**src/rtl/irqq_edge.sv**
```systemverilog
module irqq_edge #(
    parameter int NUM_LINES = 8,
    parameter int ID_W      = 3
) (
    input  logic                 clk,
    input  logic                 rst_n,
    input  logic [NUM_LINES-1:0] lines_i,
    output logic                 push_o,
    output logic [ID_W-1:0]      id_o
);

    typedef struct packed {
        logic [NUM_LINES-1:0] prev;
        logic [NUM_LINES-1:0] pend;
    } edge_st_t;

    edge_st_t st_d, st_q;
    logic [NUM_LINES-1:0] rise;
    logic [NUM_LINES-1:0] grant_oh;
    logic [ID_W-1:0]      sel;

    // lowest pending index wins: scan downward so the last hit is the lowest
    always_comb begin
        sel = '0;
        for (int i = NUM_LINES - 1; i >= 0; i--) begin
            if (st_q.pend[i]) sel = ID_W'(i);
        end
    end

    always_comb begin
        rise     = lines_i & ~st_q.prev;
        push_o   = |st_q.pend;
        grant_oh = '0;
        if (push_o) grant_oh[sel] = 1'b1;
        id_o       = sel;
        st_d.prev  = lines_i;
        st_d.pend  = (st_q.pend & ~grant_oh) | rise;
    end

    always_ff @(posedge clk or negedge rst_n) begin
        if (!rst_n) st_q <= '0;
        else        st_q <= st_d;
    end

    AST_RISE_LATCHED: assert property (@(posedge clk) disable iff (!rst_n)
        (rise != '0) |=> (($past(rise) & ~st_q.pend) == '0));

    AST_PEND_HELD: assert property (@(posedge clk) disable iff (!rst_n)
        (st_q.pend != '0) |=> (($past(st_q.pend) & ~$past(grant_oh) & ~st_q.pend) == '0));

endmodule

```
**src/rtl/irqq_fifo.sv**
```systemverilog
module irqq_fifo #(
    parameter int DEPTH = 4,
    parameter int W     = 3
) (
    input  logic         clk,
    input  logic         rst_n,
    input  logic         push_i,
    input  logic [W-1:0] data_i,
    input  logic         pop_i,
    output logic [W-1:0] head_o,
    output logic         empty_o,
    output logic         full_o
);

    localparam int PTR_W = (DEPTH > 1) ? $clog2(DEPTH) : 1;
    localparam int CNT_W = $clog2(DEPTH + 1);

    typedef struct packed {
        logic [DEPTH-1:0][W-1:0] mem;
        logic [PTR_W-1:0]        wr;
        logic [PTR_W-1:0]        rd;
        logic [CNT_W-1:0]        cnt;
    } fifo_st_t;

    fifo_st_t st_d, st_q;
    logic do_push, do_pop;

    function automatic logic [PTR_W-1:0] nxt(input logic [PTR_W-1:0] p);
        return (p == PTR_W'(DEPTH - 1)) ? '0 : p + 1'b1;
    endfunction

    always_comb begin
        empty_o = (st_q.cnt == '0);
        full_o  = (st_q.cnt == CNT_W'(DEPTH));
        head_o  = empty_o ? '0 : st_q.mem[st_q.rd];
        do_push = push_i && !full_o;
        do_pop  = pop_i && !empty_o;
        st_d    = st_q;
        if (do_push) begin
            st_d.mem[st_q.wr] = data_i;
            st_d.wr           = nxt(st_q.wr);
        end
        if (do_pop) st_d.rd = nxt(st_q.rd);
        if (do_push && !do_pop)      st_d.cnt = st_q.cnt + 1'b1;
        else if (do_pop && !do_push) st_d.cnt = st_q.cnt - 1'b1;
    end

    always_ff @(posedge clk or negedge rst_n) begin
        if (!rst_n) st_q <= '0;
        else        st_q <= st_d;
    end

    AST_NO_OVERFLOW: assert property (@(posedge clk) disable iff (!rst_n)
        st_q.cnt <= CNT_W'(DEPTH));

    AST_PUSH_GROWS: assert property (@(posedge clk) disable iff (!rst_n)
        (push_i && !full_o && !(pop_i && !empty_o)) |=> (st_q.cnt == $past(st_q.cnt) + 1'b1));

    AST_POP_SHRINKS: assert property (@(posedge clk) disable iff (!rst_n)
        (pop_i && !empty_o && !(push_i && !full_o)) |=> (st_q.cnt == $past(st_q.cnt) - 1'b1));

endmodule

```
**src/rtl/irqq_top.sv**
```systemverilog
module irqq_top #(
    parameter  int NUM_LINES = 8,
    parameter  int DEPTH     = 4,
    localparam int ID_W      = (NUM_LINES > 1) ? $clog2(NUM_LINES) : 1
) (
    input  logic                 clk,
    input  logic                 rst_n,
    input  logic [NUM_LINES-1:0] irq_lines_i,
    input  logic                 rd_pop_i,
    output logic [ID_W-1:0]      rd_data_o,
    output logic                 rd_empty_o,
    output logic                 irq_o,
    input  logic                 ovf_clr_i,
    output logic                 ovf_o
);

    logic            push;
    logic [ID_W-1:0] push_id;
    logic            full;
    logic            drop;
    logic            ovf_d, ovf_q;

    irqq_edge #(.NUM_LINES(NUM_LINES), .ID_W(ID_W)) u_edge (
        .clk     (clk),
        .rst_n   (rst_n),
        .lines_i (irq_lines_i),
        .push_o  (push),
        .id_o    (push_id)
    );

    irqq_fifo #(.DEPTH(DEPTH), .W(ID_W)) u_fifo (
        .clk     (clk),
        .rst_n   (rst_n),
        .push_i  (push),
        .data_i  (push_id),
        .pop_i   (rd_pop_i),
        .head_o  (rd_data_o),
        .empty_o (rd_empty_o),
        .full_o  (full)
    );

    always_comb begin
        drop  = push && full;
        ovf_d = ovf_clr_i ? 1'b0 : ovf_q;
        if (drop) ovf_d = 1'b1;
        irq_o = !rd_empty_o;
        ovf_o = ovf_q;
    end

    always_ff @(posedge clk or negedge rst_n) begin
        if (!rst_n) ovf_q <= 1'b0;
        else        ovf_q <= ovf_d;
    end

    AST_DROP_FLAGS: assert property (@(posedge clk) disable iff (!rst_n)
        (push && full) |=> ovf_o);

    AST_OVF_STICKY: assert property (@(posedge clk) disable iff (!rst_n)
        (ovf_o && !ovf_clr_i) |=> ovf_o);

endmodule

```
**config.mk**
```make
export PLATFORM = sky130hd
export DESIGN_NAME = irqq_top
export DESIGN_NICKNAME = d
export VERILOG_FILES = /design/src/rtl/irqq_edge.sv /design/src/rtl/irqq_fifo.sv /design/src/rtl/irqq_top.sv
export SDC_FILE = /design/constraint.sdc
export NUM_CORES = 1
export LEC_CHECK = 0
export ABC_AREA = 1
export ABC_CLOCK_PERIOD_IN_PS = 2950
export CORE_AREA = 3 3 71 73
export DETAILED_ROUTE_END_ITERATION = 10
export DIE_AREA = 0 0 74 76
export SYNTH_ARGS = -nofsm -noshare
export SYNTH_HDL_FRONTEND = slang
export SYNTH_HIERARCHICAL = 1
export SYNTH_SLANG_ARGS = --single-unit
```
**constraint.sdc**
```tcl
create_clock -name clk -period 2.95 [get_ports clk]
set_input_delay 0.295 -clock clk [delete_from_list [all_inputs] [get_ports clk]]
set_output_delay 0.295 -clock clk [all_outputs]
set_load 0.02 [all_outputs]
```
==> out/results.txt <==
Post-CTS setup buffer count - 0
Total Routing Usage GR - 12.46%
Initial DRC Count - 93
Die width - 74 µm
Yosys top cell by area - dfrtp_1
Setup TNS - 0 ns
Final cell count without fillers - 290
Initial Util - 40.53%
Vias in the first global route - 1308
Data arrival, critical path - 2.39 ns
FMAX - 449.5 MHz
Final WL - 2971 µm
Detailed Routing Iterations Pass 1 - 4
Mapped Nets - 235
FF+latch count, synth - 36
DIE AREA - 5624 µm²
Vias per std cell - 4.500
Final hold slack - 0.3951 ns
Worst min path class - register to register
Pre-CTS setup slack - 0.7231 ns
Critical path fanouts, max - 18
VDD IR-drop max - 0.2578 mV
Core area - 4414 µm²
Worst Setup Start Kind - register
Final hold vios - 0
Syn Inst Count - 216
Hold-fix buffers, CTS - 0
Initial antenna violation count - 0
Reg-to-reg endpoint - u_fifo/st_q[1]
Antenna cell count - 0
Synthesized area per cell - 8.283 µm²
Quantity of gates resized following cts - 0
Pwr dens - 919.2 nW/µm²
Synth area leaders - dfrtp_1, nand2_1, inv_1
Top Family by Delay on Critical Path - simple AND/OR/NAND/NOR gates
Detailed placement HPWL - 2263 µm
RD Place Congestion - 0.7685
Max Cap Viol - 0
Tmin final - 2.225 ns
WS Path Type - register to register
Synth warn - 6
R2R cell count - 11
Grt ovf - 0
WHS Endpoint - u_edge/st_q[0]
Tcrit/Tclk final - 75.42%
Critical R2R Launch - u_edge/st_q[7]
Max-slew headroom - 70.52%
Post-synth EDFFs - 0
Mapped Area - 1789 µm²
Top post-synthesis cells by count - nand2_1, inv_1, dfrtp_1
RSZ-0062 raised after global routing - false
CP Capture Type - register
Synth top area share - 50.35%
Final critical-path setup slack - 0.7251 ns
Number of vias in the routed layout - 1305
Clk slew on worst S/H paths - 0.07 ns
Total Power - 1.914 mW
CTS Buf Count - 5
Top-count cell post-synth - nand2_1
Area growth syn-to-layout - 16.36%
Reg2Reg Setup Slack - 0.73 ns
Hold depth - 1
CP max stage cell - fa_1
First-pass GRT wire length - 5526 µm
Leak - 1.113 nW
Avg WL per Cell - 10.24 µm
CTS H-tree depth - 2
Top FF cell, synth - dfrtp_1
CP Buf/Inv Count - 3
Worst path max stage delay - 0.40 ns
CP cell instances - or2_1 > nor3_1 > nand2_1 > buf_4 > nand2_2 > inv_1 > ha_1 > inv_1 > fa_1 > nand2_1 > o21ai_0
Layout cells sized above 1 - 8.403%
# IOs - 18
Final ANT Viol Nets - 0
Status - complete, no violations
Placed Cells - 283
Worst skew pair latency - 0.28 ns
Final setup vio count - 0
Number of port buffers - 17
Sequential share of the synthesized area - 50.35%
Fin. max-slew vios - 0
# clock sinks - 36
Drt drc - 0
Slew of the pin with the lowest slew margin - 0.4422 ns
CTS Buffer Depth - 2
Final Net Count - 257
# rows - 24
Critical path data required time - 3.11 ns
Post-synthesis cell type count - 26
Ys async rst share - 100.0%
Root Buffer - clkbuf_8
Die Ht - 76 µm
CTS tree - yes
Clk_skew - 0.004740 ns
Worst hold start - u_edge/st_q[8]
Largest net degree at the start of global routing - 37
[layout by cell type, fill, tap and decap left out, drive strengths merged]
cell type      count
nor3               1
buf                2
or2                3
a31oi              1
a21oi              3
dfrtp             36
nand4             13
nand2             73
clkbuf             6
nor2               5
inv               45
xnor2              1
o22ai              3
clkdlybuf4s50     17
o21ai              5
nand3             16
ha                 6
clkinv             1
fa                 1
[through the flow]
stage          cell area (µm²)  utilization, %
5_1_grt                   2082           47.17
3_3_place_gp              2004           45.41
3_5_place_dp              2004           45.41
6_report                  2082           47.17
4_1_cts                   2082           47.17
2_1_floorplan             1789               -
[where the power goes]
group	total [mW]	switching (mW)	leakage (nW)	internal, mW
registers	0.756	0.119	0.432	0.637
logic	0.839	0.485	0.641	0.354
clock network	0.319	0.159	0.0410	0.160
[worst register-to-register path, delay by kind of cell (launching register included)]
kind,cells,cell delay [ns]
AOI/OAI and AO/OA,1,0.07
buffers and inverters,3,0.33
and+or+nand+nor,5,0.71
DFF,1,0.38
adders and majority gates,2,0.60
[layer usage]
| metal | track usage, % | part of all wire [%] | wire, µm | vias to the layer above |
|---|---|---|---|---|
| li1 | - | - | - | 710 |
| met1 | 16.76 | 52 | 1547 | 581 |
| met2 | 18.62 | 44 | 1313 | 12 |
| met3 | 3.958 | 2.7 | 81 | 2 |
| met4 | 4.529 | 0.91 | 27 | 0 |
| met5 | 0 | 0 | 0 | - |
[sequential cells by signal, indices dropped and copies added (netlist names)]
register,count
u_fifo/st_q,19
u_edge/st_q,16
ovf_o,1
[worst max path at each step]
stage | to | slack, ns | cells after the start | start
2_1_floorplan | u_fifo/st_q[1] | 0.88 | 11 | u_edge/st_q[7]
3_3_place_gp | u_fifo/st_q[1] | 0.80 | 11 | u_edge/st_q[7]
3_5_place_dp | u_fifo/st_q[1] | 0.72 | 11 | u_edge/st_q[7]
4_1_cts | rd_data_o[2] | 0.72 | 5 | u_fifo/st_q[3]
5_1_grt | u_fifo/st_q[1] | 0.48 | 11 | u_edge/st_q[7]
6_report | u_fifo/st_q[1] | 0.73 | 11 | u_edge/st_q[7]
[cells by family after synthesis]
family | synth area share (%)
adder cells (fa/ha/maj) | 5.315
AO/OA/AOI/OAI | 3.636
AND/OR/NAND/NOR | 28.81
XOR/XNOR | 0.4896
flip-flops | 50.35
buffers and inverters | 11.40
[final cells by class]
cell class | instances | area [µm²]
Clock buffer | 6 | 72.57
Clock inverter | 1 | 5.005
Fill cell | 450 | 2332
Inverter | 45 | 168.9
Multi-Input combinational cell | 131 | 684.4
Sequential cell | 36 | 900.9
Tap cell | 52 | 65.06
Timing Repair Buffer | 19 | 185.2
Note: power is estimated with default switching activity, not from simulation.
